===== src/rtl/sctr_pkg.sv =====
package sctr_pkg;
  localparam logic [1:0] RA_CTRL   = 2'd0;
  localparam logic [1:0] RA_CNT_LO = 2'd1;
  localparam logic [1:0] RA_CNT_HI = 2'd2;

  localparam int CTL_EN_BIT     = 0;
  localparam int CTL_HALTEN_BIT = 1;
  localparam int CTL_REQ_LSB    = 4;
  localparam int CTL_ACT_LSB    = 8;

  // Reference cycles per update (and step size) for a given mode.
  function automatic int unsigned mode_period(input int unsigned mode,
                                              input int unsigned ratio_log);
    return 32'd1 << (ratio_log * mode);
  endfunction
endpackage


===== src/rtl/sctr_ctrl.sv =====
module sctr_ctrl #(
  parameter int NUM_MODES = 3,
  parameter int MODE_W    = 2
) (
  input  logic              clk,
  input  logic              rst_n,
  input  logic              wr_ctrl,
  input  logic              wr_en_bit,
  input  logic              wr_halten_bit,
  input  logic [MODE_W-1:0] wr_mode,
  output logic              en,
  output logic              halt_en,
  output logic [MODE_W-1:0] req_mode
);
  function automatic logic mode_legal(input logic [MODE_W-1:0] m);
    return 32'(m) < NUM_MODES;
  endfunction

  always_ff @(posedge clk) begin
    if (!rst_n) begin
      en       <= 1'b0;
      halt_en  <= 1'b0;
      req_mode <= '0;
    end else if (wr_ctrl) begin
      en      <= wr_en_bit;
      halt_en <= wr_halten_bit;
      if (mode_legal(wr_mode)) req_mode <= wr_mode;
    end
  end
endmodule


===== src/rtl/sctr_prescaler.sv =====
module sctr_prescaler #(
  parameter int NUM_MODES = 3,
  parameter int MODE_W    = 2,
  parameter int RATIO_LOG = 2,
  parameter int PC_W      = RATIO_LOG * (NUM_MODES - 1) + 1
) (
  input  logic              clk,
  input  logic              rst_n,
  input  logic              run,
  input  logic              restart,
  input  logic [MODE_W-1:0] req_mode,
  output logic              tick,
  output logic              window_open,
  output logic [MODE_W-1:0] active_mode,
  output logic [PC_W-1:0]   step
);
  logic [PC_W-1:0] period_tbl [NUM_MODES];
  logic [PC_W-1:0] pc;
  logic [PC_W-1:0] last_pc;
  logic            adopt;

  for (genvar g = 0; g < NUM_MODES; g++) begin : g_period
    assign period_tbl[g] = PC_W'(sctr_pkg::mode_period(g, RATIO_LOG));
  end

  assign step        = period_tbl[active_mode];
  assign last_pc     = step - PC_W'(1);
  assign tick        = run && (pc == last_pc);
  assign window_open = (pc != '0);
  // A new mode is taken only at an update boundary.
  assign adopt       = tick || (!run && !window_open);

  always_ff @(posedge clk) begin
    if (!rst_n) begin
      pc          <= '0;
      active_mode <= '0;
    end else begin
      if (adopt) active_mode <= req_mode;
      if (restart || tick) pc <= '0;
      else if (run)        pc <= pc + PC_W'(1);
    end
  end
endmodule


===== src/rtl/sctr_counter.sv =====
module sctr_counter #(
  parameter int CNT_W  = 56,
  parameter int STEP_W = 5
) (
  input  logic              clk,
  input  logic              rst_n,
  input  logic              tick,
  input  logic [STEP_W-1:0] step,
  input  logic              wr_lo,
  input  logic              wr_hi,
  input  logic [31:0]       wdata,
  output logic [CNT_W-1:0]  count
);
  localparam int HI_W = CNT_W - 32;

  function automatic logic [CNT_W-1:0] advance(input logic [CNT_W-1:0] c,
                                               input logic [STEP_W-1:0] s);
    return c + CNT_W'(s);
  endfunction

  always_ff @(posedge clk) begin
    if (!rst_n)        count <= '0;
    else if (wr_lo)    count[31:0]       <= wdata;
    else if (wr_hi)    count[CNT_W-1:32] <= wdata[HI_W-1:0];
    else if (tick)     count <= advance(count, step);
  end
endmodule


===== src/rtl/sys_time_counter.sv =====
module sys_time_counter #(
  parameter int CNT_W     = 56,
  parameter int NUM_MODES = 3,
  parameter int RATIO_LOG = 2
) (
  input  logic        clk,
  input  logic        rst_n,
  input  logic        dbg_halt,
  input  logic [1:0]  reg_addr,
  input  logic        reg_wr,
  input  logic [31:0] reg_wdata,
  output logic [31:0] reg_rdata,
  output logic [63:0] count_o
);
  import sctr_pkg::*;

  localparam int MODE_W = (NUM_MODES > 1) ? $clog2(NUM_MODES) : 1;
  localparam int PC_W   = RATIO_LOG * (NUM_MODES - 1) + 1;

  logic              en, halt_en, run, tick, window_open;
  logic              wr_ctrl, wr_lo, wr_hi, cnt_wr;
  logic [MODE_W-1:0] req_mode, active_mode;
  logic [PC_W-1:0]   step;
  logic [CNT_W-1:0]  count;
  logic [31:0]       ctrl_rd;

  assign wr_ctrl = reg_wr && (reg_addr == RA_CTRL);
  assign wr_lo   = reg_wr && (reg_addr == RA_CNT_LO);
  assign wr_hi   = reg_wr && (reg_addr == RA_CNT_HI);
  assign cnt_wr  = wr_lo || wr_hi;
  assign run     = en && !(halt_en && dbg_halt);

  sctr_ctrl #(.NUM_MODES(NUM_MODES), .MODE_W(MODE_W)) u_ctrl (
    .clk           (clk),
    .rst_n         (rst_n),
    .wr_ctrl       (wr_ctrl),
    .wr_en_bit     (reg_wdata[CTL_EN_BIT]),
    .wr_halten_bit (reg_wdata[CTL_HALTEN_BIT]),
    .wr_mode       (reg_wdata[CTL_REQ_LSB +: MODE_W]),
    .en            (en),
    .halt_en       (halt_en),
    .req_mode      (req_mode)
  );

  sctr_prescaler #(.NUM_MODES(NUM_MODES), .MODE_W(MODE_W),
                   .RATIO_LOG(RATIO_LOG), .PC_W(PC_W)) u_pre (
    .clk         (clk),
    .rst_n       (rst_n),
    .run         (run),
    .restart     (cnt_wr),
    .req_mode    (req_mode),
    .tick        (tick),
    .window_open (window_open),
    .active_mode (active_mode),
    .step        (step)
  );

  sctr_counter #(.CNT_W(CNT_W), .STEP_W(PC_W)) u_cnt (
    .clk   (clk),
    .rst_n (rst_n),
    .tick  (tick),
    .step  (step),
    .wr_lo (wr_lo),
    .wr_hi (wr_hi),
    .wdata (reg_wdata),
    .count (count)
  );

  always_comb begin
    ctrl_rd = '0;
    ctrl_rd[CTL_EN_BIT]                 = en;
    ctrl_rd[CTL_HALTEN_BIT]             = halt_en;
    ctrl_rd[CTL_REQ_LSB +: MODE_W]      = req_mode;
    ctrl_rd[CTL_ACT_LSB +: MODE_W]      = active_mode;
  end

  always_comb begin
    case (reg_addr)
      RA_CTRL:   reg_rdata = ctrl_rd;
      RA_CNT_LO: reg_rdata = count[31:0];
      RA_CNT_HI: reg_rdata = 32'(count[CNT_W-1:32]);
      default:   reg_rdata = '0;
    endcase
  end

  assign count_o = 64'(count);
endmodule


===== config.mk =====
export PLATFORM = sky130hd
export DESIGN_NAME = sys_time_counter
export DESIGN_NICKNAME = d
export VERILOG_FILES = /design/src/rtl/sctr_pkg.sv /design/src/rtl/sctr_ctrl.sv /design/src/rtl/sctr_prescaler.sv /design/src/rtl/sctr_counter.sv /design/src/rtl/sys_time_counter.sv
export SDC_FILE = /design/constraint.sdc
export NUM_CORES = 1
export LEC_CHECK = 0
export ABC_AREA = 1
export BUFFER_PORTS_ARGS = -buffer_cell sky130_fd_sc_hd__buf_2
export CORE_UTILIZATION = 55
export DETAILED_ROUTE_END_ITERATION = 7
export PLACE_DENSITY = 0.81
export SYNTH_ARGS = -nofsm -noshare
export SYNTH_HDL_FRONTEND = slang
export SYNTH_SLANG_ARGS = --single-unit

===== constraint.sdc =====
create_clock -name clk -period 2.3 [get_ports clk]
set_input_delay 0.46 -clock clk [delete_from_list [all_inputs] [get_ports clk]]
set_output_delay 0.46 -clock clk [all_outputs]
set_load 0.005 [all_outputs]

==> results_dict.tcl, run 1 <==
set metrics [dict create \
    drive_gt1_frac 0.1858 \
    arrival_ns 2.44 \
    setup_tns_ns 0 \
    hold-path-cell-count 3 \
    root_buffer "clkbuf_8" \
    startpoint "u_pre.active_mode[0]$_SDFFE_PN0P_" \
    mostFrequentLayoutCells "321 x nand2_1, 179 x nor2_1, 125 x buf_2, 99 x inv_1, 75 x nand3_1" \
    synth_top_area_cell "dfxtp_1" \
    via_count 7280 \
    dpl_cell_area_um2 6419 \
    num_rows 36 \
    ir_drop_uv 370.8 \
    ys.flop_type "dfxtp_1" \
    antenna_cells 0 \
    gr-total-overflow 0 \
    cp-end-kind "flip-flop" \
    path_max_fanout 21 \
    crit_chain "inv_1, nor2_1, inv_1, ha_1, or2_2, nand4_1, nor2_1, nand2_2, nand2_1, nand2_4, buf_12, nand2_1, a21oi_1" \
    fmax_ghz 0.4632 \
    clock_sinks 67 \
    multi_input_area_um2 3694 \
    dp.final_hpwl_um 16340 \
    clk_pin_slew_ns 0.08 \
    setup_slack_ns 0.1410 \
    status "complete, no violations" \
    reg2reg_from "u_pre.active_mode[0]$_SDFFE_PN0P_" \
    grt_setup_unrepaired "true" \
    syn_avg_cell_area_um2 5.578 \
    grt_pass1_vias 6113 \
    yosysUniqueCellTypes 37 \
    fin_util 0.6805 \
    fin_cells 1285 \
    start_util 0.5751 \
    critical-path-max-stage-delay_ns 0.37 \
    drt_iter0_markers 841 \
    wirelength_um 21410 \
    die_w_um 103.6 \
    async_flop_share 0 \
    hold_ws_ns 0.3944 \
    use_met2 0.5623 \
    final.period_utilization 0.9387 \
    hold_path.class "primary input to flip-flop" \
    dr.pass1.iters 6 \
    slew_violations 0 \
    maxCapViolations 0 \
    worstMarginPinSlew_ns 0.5213 \
    io_buffers 125 \
    detailedPlace.worstSlack_ns 0.1213 \
    critPathRequiredTime_ns 2.58 \
    antenna_found_initial 0 \
    core_um2 9864 \
    grt_util_all_layers 0.3880 \
    routedWlPerCell_um 16.66 \
    slew_headroom 0.6498 \
    fp.dieH_um 103.6 \
    grt_busiest_layer "met2" \
    insertion_delay_ns 0.36 \
    path_delay_family "simple AND/OR/NAND/NOR gates" \
    p_per_area_nw_per_um2 411.1 \
    grt_util_met3 0.1114 \
    setup_viol 0 \
    grt_pass1_wl_um 32600 \
    seqCellArea_um2 1344 \
    r2r-end "u_cnt.count[47]$_SDFFE_PN0P_" \
    total_leakage_power_nw 2.855 \
    finalPower_mw 2.760 \
    ys_top_cells_by_area "dfxtp_1 24%, nand2_1 21%, nor2_1 12%" \
    drc 0 \
    crit_buf_inv 3 \
    grt_util_met1 0.5407 \
    skew_ns 0.008777 \
    final_common_cell "nand2_1" \
    fin_nets 1193 \
    yosys_register_bits 67 \
    hold_violations 0 \
    die-area_um2 10720 \
    grt_max_degree 46 \
    n_fill_cell 995 \
    cts_tree "done" \
    ctsHoldBuffers 0 \
    ys_seq_area_frac 0.2364 \
    cts_buffer_depth 2 \
    netlist_instances 1017 \
    stdcell_area_um2 6713 \
    worst_setup_path_start_kind "flip-flop" \
    cts_buffers 9 \
    yosys_warnings 0 \
    vias_per_cell 5.665 \
    io_pins 134 \
    layout_min_cycle_time_ns 2.159 \
    antenna_left 0 \
    crit_type "flip-flop to flip-flop" \
    endpoint "u_cnt.count[47]$_SDFFE_PN0P_" \
    area_growth_pct 18.33 \
    gp_congestion 1.046 \
    synth_edf_count 0 \
    critical_path_depth 13 \
    hp-start "reg_wdata[0]" \
    synth_area_um2 5673 \
    place_inst 1262 \
    cp_slowest_cell "dfxtp_2" \
    synth_top_area_frac 0.2364 \
    h-tree-depth 3 \
    rrSetupSlack_ns 0.14 \
    ff2ff_path_depth 13 \
]
[tightest hold or removal path: stages]
cell     delay (ns)
buf_2          0.08
inv_1          0.06
a21oi_1        0.11
[flip-flops by register name, summed over array words and instances, names as in the netlist]
| register | cells |
|---|---|
| u_ctrl.req_mode | 2 |
| u_cnt.count | 56 |
| u_pre.pc | 5 |
| u_pre.active_mode | 2 |
| u_ctrl.halt_en | 1 |
| u_ctrl.en | 1 |
[layer usage]
layer / up-vias / part of all wire
li1: 3494 / -
met1: 3240 / 0.41
met2: 483 / 0.42
met3: 63 / 0.14
met4: 0 / 0.034
met5: - / 0
[logic make-up (layout without fill, tap and decap cells)]
group           Yosys count  count (layout)  share of synthesized area
simple gates            637             637                     0.4711
compound gates          151             151                     0.1449
buf+inv                 147             275                     0.1206
flops                    67              67                     0.2364
fa+ha+maj                 7               7                    0.01544
xor+xnor                  7               7                    0.01081
other cells               1               8                  0.0006610
[cells in the mapped netlist, types with 4 or more instances]
cell,n
inv_2,4
nand3_1,75
nor2_1,179
a21oi_1,69
o221ai_1,4
nor3_1,6
buf_2,9
buf_4,11
nor2_2,12
o21ai_1,6
inv_1,99
ha_1,7
nand2_2,9
o22ai_1,10
buf_6,6
nor2_4,5
clkbuf_1,12
dfxtp_1,67
xor2_1,5
o21ai_2,7
nand4_1,24
o21ai_0,51
nand2_1,321
[repair_timing]
action,CTS,global route
endpoints found under the hold margin,0,0
buffers inserted,0,7
gates resized for setup,0,6
setup endpoints to repair,0,54
[area by class of cell]
cell class | instances | share of cell area
tap | 133 | 0.02479
clock buffer | 13 | 0.02367
multi-input combinational | 810 | 0.5502
inverter | 105 | 0.05909
clock inverter | 2 | 0.005219
sequential | 67 | 0.2002
timing repair buffer | 155 | 0.1368
[power breakdown]
group          leakage (nW)  internal (mW)  switching, mW  total [mW]
Sequential            0.543           1.19         0.0452        1.23
Combinational          2.21          0.182          0.319       0.502
Clock                0.0995          0.554          0.470        1.02
[worst min path at each step]
stage / endpoint / slack, ns
after global placement: u_cnt.count[55]$_SDFFE_PN0P_ / 0.49
final: u_ctrl.en$_SDFFE_PN0P_ / 0.39
after global routing: u_ctrl.en$_SDFFE_PN0P_ / 0.40
after floorplan: u_ctrl.req_mode[1]$_SDFFE_PN0P_ / 0.45
after detailed placement: u_pre.pc[0]$_SDFFE_PP0P_ / 0.50
after CTS: u_ctrl.en$_SDFFE_PN0P_ / 0.39
(Power assumes the default switching activity.)
==> run 2: changes to the inputs <==
--- a/config.mk
+++ b/config.mk
@@ -7,8 +7,10 @@
 export LEC_CHECK = 0
 export ABC_AREA = 1
 export BUFFER_PORTS_ARGS = -buffer_cell sky130_fd_sc_hd__buf_2
+export CORE_ASPECT_RATIO = 0.7
 export CORE_UTILIZATION = 55
 export DETAILED_ROUTE_END_ITERATION = 7
+export HOLD_SLACK_MARGIN = 0.1
 export PLACE_DENSITY = 0.81
 export SYNTH_ARGS = -nofsm -noshare
 export SYNTH_HDL_FRONTEND = slang
==> run 2 against run 1 <==
Critical path depth fell by 4. Global-route usage rose by 3.3 points. Clock power rose by 53%. Worst setup slack got worse by 0.074 ns. Die area barely moved. Clock skew fell by 0.0054 ns. Core utilization rose by 1.6 points. Power rose by 20%. Via count rose by 1.6%. Worst hold slack improved by 0.050 ns. Final cell count barely moved. Maximum frequency fell by 3.3%. Largest cell class unchanged.
==> results_dict.tcl, run 2 (synthesis gave the netlist of run 1 again) <==
set metrics [dict create \
    largest-register "u_cnt.count" \
    fin_cells 1284 \
    clockPowerShare 0.472 \
    area_growth_pct 21.17 \
    start_util 0.5747 \
    hold_ws_ns 0.4442 \
    slew_violations 0 \
    num_rows 30 \
    grt_util_all_layers 0.4210 \
    cts_buffers 9 \
    status "complete, no violations" \
    die_w_um 123.4 \
    hp-start "reg_wdata[1]" \
    total_leakage_power_nw 2.920 \
    reg2reg_from "u_cnt.count[22]$_SDFFE_PN0P_" \
    clk_pin_slew_ns 0.06 \
    grt_pass1_vias 6100 \
    rrSetupSlack_ns 0.07 \
    worst_setup_path_start_kind "flip-flop" \
    dp.final_hpwl_um 17470 \
    skew_ns 0.003414 \
    gp_congestion 1.011 \
    hold_end "u_ctrl.halt_en$_SDFFE_PN0P_" \
    mostFrequentLayoutCells "320 x nand2_1, 177 x nor2_1, 125 x buf_2, 99 x inv_1, 74 x nand3_1" \
    layout_min_cycle_time_ns 2.233 \
    fin_nets 1196 \
    dr.pass1.iters 6 \
    switching_power_mw 0.9367 \
    drc 0 \
    h-tree-depth 3 \
    cp-end-kind "flip-flop" \
    setup_viol 0 \
    io_buffers 125 \
    wirelength_um 22980 \
    hold-path-cell-count 3 \
    antenna_found_initial 0 \
    routedWlPerCell_um 17.90 \
    drt_iter0_markers 854 \
    setup_tns_ns 0 \
    io_pins 134 \
    core_um2 9872 \
    maxCapViolations 0 \
    critical-path-max-stage-delay_ns 0.51 \
    final.period_utilization 0.9710 \
    p_comb_frac 0.155 \
    die-area_um2 10730 \
    arrival_ns 2.46 \
    stdcell_area_um2 6874 \
    intPower_mw 2.380 \
    critPathRequiredTime_ns 2.52 \
    p_sw_frac 0.2824 \
    reg.largest.list "u_cnt.count x56, u_pre.pc x5" \
    hold_violations 0 \
    finalPower_mw 3.317 \
    fp.dieH_um 86.97 \
    r2r-end "u_cnt.count[44]$_SDFFE_PN0P_" \
    p_per_area_nw_per_um2 482.5 \
    worstMarginPinSlew_ns 0.5943 \
    drive_gt1_frac 0.1929 \
    vias_per_cell 5.763 \
    ir_drop_uv 329.6 \
    via_count 7400 \
    hold_path.class "primary input to flip-flop" \
    clock_sinks 67 \
    final_common_cell "nand2_1" \
    insertion_delay_ns 0.34 \
    crit_top_cell "nand2_1" \
    ctsHoldBuffers 0 \
    cts_tree "done" \
    fmax_ghz 0.4478 \
    grt_pass1_wl_um 33440 \
    grt_setup_unrepaired "false" \
    path_max_fanout 6 \
    dpl_cell_area_um2 6452 \
    largest_register_ffs 56 \
    slew_headroom 0.6024 \
    crit_type "flip-flop to flip-flop" \
    antenna_cells 0 \
    grt_max_degree 48 \
    n_fill_cell 932 \
    crit_chain "nand2_1, nor2_1, nand2_1, nor2_1, nand2_1, o21ai_0, nand3_1, nand2_1, a21oi_1" \
    ff2ff_path_depth 9 \
    gr-total-overflow 0 \
    cp_slowest_cell "dfxtp_1" \
    place_inst 1264 \
    seq_power_share 0.374 \
    root_buffer "clkbuf_16" \
    antenna_left 0 \
    cts_buffer_depth 2 \
]
==> run 2: area by class of cell <==
cell class | count | area, um2 | share of cell area
Timing Repair Buffer | 157 | 920.9 | 0.1340
Multi-Input combinational cell | 811 | 3721 | 0.5413
Sequential cell | 67 | 1344 | 0.1955
Inverter | 105 | 399.1 | 0.05806
Clock inverter | 4 | 72.57 | 0.01056
Clock buffer | 12 | 256.5 | 0.03731
Tap cell | 128 | 160.2 | 0.02330
==> run 2: stage by stage <==
stage,worst slack [ns],util
finish,0.06680,0.6963
global route,0.01400,0.6963
CTS,0.01062,0.6878
detailed placement,-0.05371,0.6536
global placement,0.04753,0.6536
floorplan,0.3183,-
==> run 2: metal layers <==
layer | track usage | vias up | wire, um
met3 | 0.1970 | 52 | 3945
li1 | - | 3508 | -
met2 | 0.5505 | 542 | 8652
met5 | 0 | - | 0
met4 | 0.09310 | 0 | 430
met1 | 0.6100 | 3298 | 9955
==> run 2: worst max-delay path, delay by kind of cell, from the launching register on <==
family | cells | cell delay, ns
DFF | 1 | 0.51
AOI/OAI and AO/OA | 2 | 0.22
and+or+nand+nor | 7 | 1.39
==> run 2: how the worst max path moves through the flow <==
stage	to	slack [ns]	cells after the start	start
floorplan	u_cnt.count[14]$_SDFFE_PN0P_	0.32	14	u_pre.active_mode[0]$_SDFFE_PN0P_
global placement	u_cnt.count[4]$_SDFFE_PN0P_	0.05	13	u_pre.active_mode[0]$_SDFFE_PN0P_
detailed placement	u_cnt.count[4]$_SDFFE_PN0P_	-0.05	13	u_pre.active_mode[0]$_SDFFE_PN0P_
CTS	u_cnt.count[4]$_SDFFE_PN0P_	0.01	13	u_pre.active_mode[0]$_SDFFE_PN0P_
global route	u_cnt.count[41]$_SDFFE_PN0P_	0.01	14	u_pre.active_mode[0]$_SDFFE_PN0P_
finish	u_cnt.count[44]$_SDFFE_PN0P_	0.07	9	u_cnt.count[22]$_SDFFE_PN0P_
==> run 2: what timing repair did <==
item	CTS	global route
endpoints found under the setup margin	5	52
pin swaps	0	2
resized for setup	1	12
setup buffers	0	2
cloned	0	2
==> run 2: power by group through the flow <==
stage | sequential, mW | combinational [mW] | clock [mW]
final | 1.24 | 0.514 | 1.56
after global routing | 1.24 | 0.554 | 1.59
after global placement | 1.26 | 0.466 | 0
after floorplan | 1.25 | 0.320 | 0
after CTS | 1.23 | 0.475 | 1.56
after detailed placement | 1.26 | 0.469 | 0
==> run 3: changes to the inputs <==
--- a/config.mk
+++ b/config.mk
@@ -8,10 +8,11 @@
 export ABC_AREA = 1
 export BUFFER_PORTS_ARGS = -buffer_cell sky130_fd_sc_hd__buf_2
 export CORE_ASPECT_RATIO = 0.7
-export CORE_UTILIZATION = 55
+export CORE_UTILIZATION = 50
 export DETAILED_ROUTE_END_ITERATION = 7
 export HOLD_SLACK_MARGIN = 0.1
-export PLACE_DENSITY = 0.81
+export PLACE_DENSITY = 0.78
 export SYNTH_ARGS = -nofsm -noshare
 export SYNTH_HDL_FRONTEND = slang
+export SYNTH_HIERARCHICAL = 1
 export SYNTH_SLANG_ARGS = --single-unit
==> constraint.sdc (replaced) <==
create_clock -name clk -period 1.8 [get_ports clk]
set_input_delay 0.36 -clock clk [delete_from_list [all_inputs] [get_ports clk]]
set_output_delay 0.36 -clock clk [all_outputs]
set_load 0.1 [all_outputs]
==> run 3 against run 2 <==
The flow now finishes with violations (setup timing). Register-to-register slack got worse by 0.44 ns. Core utilization increased by 12 points. Sequential share of layout area decreased by 4.1 points. Combinational power increased to 3.3 times the previous value. Via count increased by 13%. Power increased by 49%. Worst hold slack got worse by 0.14 ns. Routed wire length increased by 24%. Critical endpoint is now u_cnt/count[21]$_SDFFE_PN0P_. Largest cell class unchanged.
==> results_dict.tcl, run 3 <==
set metrics [dict create \
    status "finished, violations left" \
    violations "setup timing" \
    maxCapViolations 0 \
    die_w_um 132.6 \
    worst_setup_path_start_kind "flip-flop" \
    critPathRequiredTime_ns 2.05 \
    grt_pass1_vias 7550 \
    setup_viol 56 \
    slew_headroom 0.5518 \
    antenna_cells 0 \
    drc 0 \
    synth_area_um2 5972 \
    worstMarginPinSlew_ns 0.6672 \
    start_util 0.5271 \
    via_count 8379 \
    netlist_instances 1062 \
    fin_nets 1339 \
    wirelength_um 28580 \
    p_per_area_nw_per_um2 530.8 \
    switching_power_mw 1.917 \
    gr-total-overflow 0 \
    p_comb_frac 0.342 \
    final_common_cell "nand2_1" \
    die-area_um2 12390 \
    insertion_delay_ns 0.34 \
    cts_buffers 9 \
    grt_setup_unrepaired "true" \
    reg.largest.list "u_cnt/count x56, u_pre/pc x5" \
    crit_type "flip-flop to flip-flop" \
    clk_pin_slew_ns 0.06 \
    clock_sinks 67 \
    layout_min_cycle_time_ns 2.174 \
    fin_cells 1449 \
    skew_ns 0.006622 \
    cp-end-kind "flip-flop" \
    drt_iter0_markers 1340 \
    place_inst 1408 \
    setup_tns_ns -15.37 \
    yosys_warnings 6 \
    ir_drop_uv 476.4 \
    arrival_ns 2.43 \
    drive_gt1_frac 0.4059 \
    grt_max_degree 21 \
    path_max_fanout 6 \
    syn_avg_cell_area_um2 5.623 \
    io_buffers 125 \
    fp.dieH_um 93.44 \
    area_growth_pct 55.58 \
    hold_violations 0 \
    hold_path.class "primary input to flip-flop" \
    root_buffer "clkbuf_16" \
    dp.final_hpwl_um 19950 \
    cts_buffer_depth 2 \
    largest_register_ffs 56 \
    dr.pass1.iters 8 \
    setup_slack_ns -0.3740 \
    grt_util_all_layers 0.4477 \
    hold_ws_ns 0.3022 \
    vias_per_cell 5.783 \
    p_sw_frac 0.3887 \
    core_um2 11330 \
    detailedPlace.worstSlack_ns -0.3520 \
    clockPowerShare 0.328 \
    final.period_utilization 1.208 \
    largest-register "u_cnt/count" \
    antenna_left 0 \
    io_pins 134 \
    mostFrequentLayoutCells "328 x nand2_1, 128 x nor2_1, 101 x inv_1, 95 x buf_4, 92 x buf_2" \
    ctsHoldBuffers 0 \
    h-tree-depth 3 \
    grt_pass1_wl_um 41620 \
    routedWlPerCell_um 19.72 \
    fmax_ghz 0.4600 \
    slew_violations 0 \
    intPower_mw 3.015 \
    antenna_found_initial 0 \
    num_rows 32 \
    cts_tree "done" \
    seq_power_share 0.330 \
    total_leakage_power_nw 4.193 \
    gp_congestion 0.9992 \
]
==> run 3: timing repair <==
action | 4_1_cts | 5_1_grt
gates resized for setup | 107 | 66
pin swaps | 43 | 31
cloned | 6 | 2
buffers inserted | 20 | 2
endpoints found under the setup margin | 65 | 83
==> run 3: power by group through the flow <==
stage / Sequential, mW / Clock [mW] / Combinational, mW
after floorplan: 1.92 / 0 / 0.641
after global placement: 1.65 / 0 / 1.33
after detailed placement: 1.65 / 0 / 1.35
after CTS: 1.62 / 1.62 / 1.57
after global routing: 1.63 / 1.68 / 1.75
final: 1.63 / 1.62 / 1.69
==> run 3: layer usage <==
| layer | track usage | routed length [um] | vias up |
|---|---|---|---|
| met5 | 0 | 0 | - |
| met4 | 0.1389 | 849 | 0 |
| met3 | 0.1507 | 4614 | 99 |
| met2 | 0.6461 | 11490 | 670 |
| met1 | 0.6204 | 11620 | 3848 |
| li1 | - | - | 3762 |
==> run 3: area by class of cell <==
cell class	instances	area (um2)
Clock buffer	11	232.7
Clock inverter	4	20.02
Sequential cell	67	1431
Timing Repair Buffer	249	2331
Multi-Input combinational cell	848	4626
Inverter	117	459.2
Fill cell	766	2039
Tap cell	153	191.4
==> run 3: worst paths after layout <==
check,start,end,slack [ns],cells after the start
setup / recovery,u_pre/active_mode[1]$_SDFFE_PN0P_,u_cnt/count[21]$_SDFFE_PN0P_,-0.37,12
setup reg to reg,u_pre/active_mode[1]$_SDFFE_PN0P_,u_cnt/count[21]$_SDFFE_PN0P_,-0.37,12
hold reg to reg,u_cnt/count[39]$_SDFFE_PN0P_,u_cnt/count[39]$_SDFFE_PN0P_,0.51,2
hold / removal,reg_wdata[7],u_cnt/count[7]$_SDFFE_PN0P_,0.30,3
==> run 3: worst max-delay path, stage by stage, from the launching register on <==
cell and delay (ns):
dfxtp_4 0.36, inv_2 0.09, nor2_1 0.06, ha_1 0.34, nand2_2 0.13, inv_2 0.09
nand3_2 0.08, nand2_2 0.12, buf_12 0.13, nand2_2 0.07, xnor2_1 0.27, nand2_1 0.13
a31oi_1 0.20
==> run 3: stage by stage <==
step | utilization | cell area (um2) | total power, mW
2_1_floorplan | - | 6250 | 2.559
3_3_place_gp | 0.7169 | 8123 | 2.975
3_5_place_dp | 0.7169 | 8123 | 2.994
4_1_cts | 0.7964 | 9024 | 4.803
5_1_grt | 0.8200 | 9291 | 5.058
6_report | 0.8200 | 9291 | 4.932
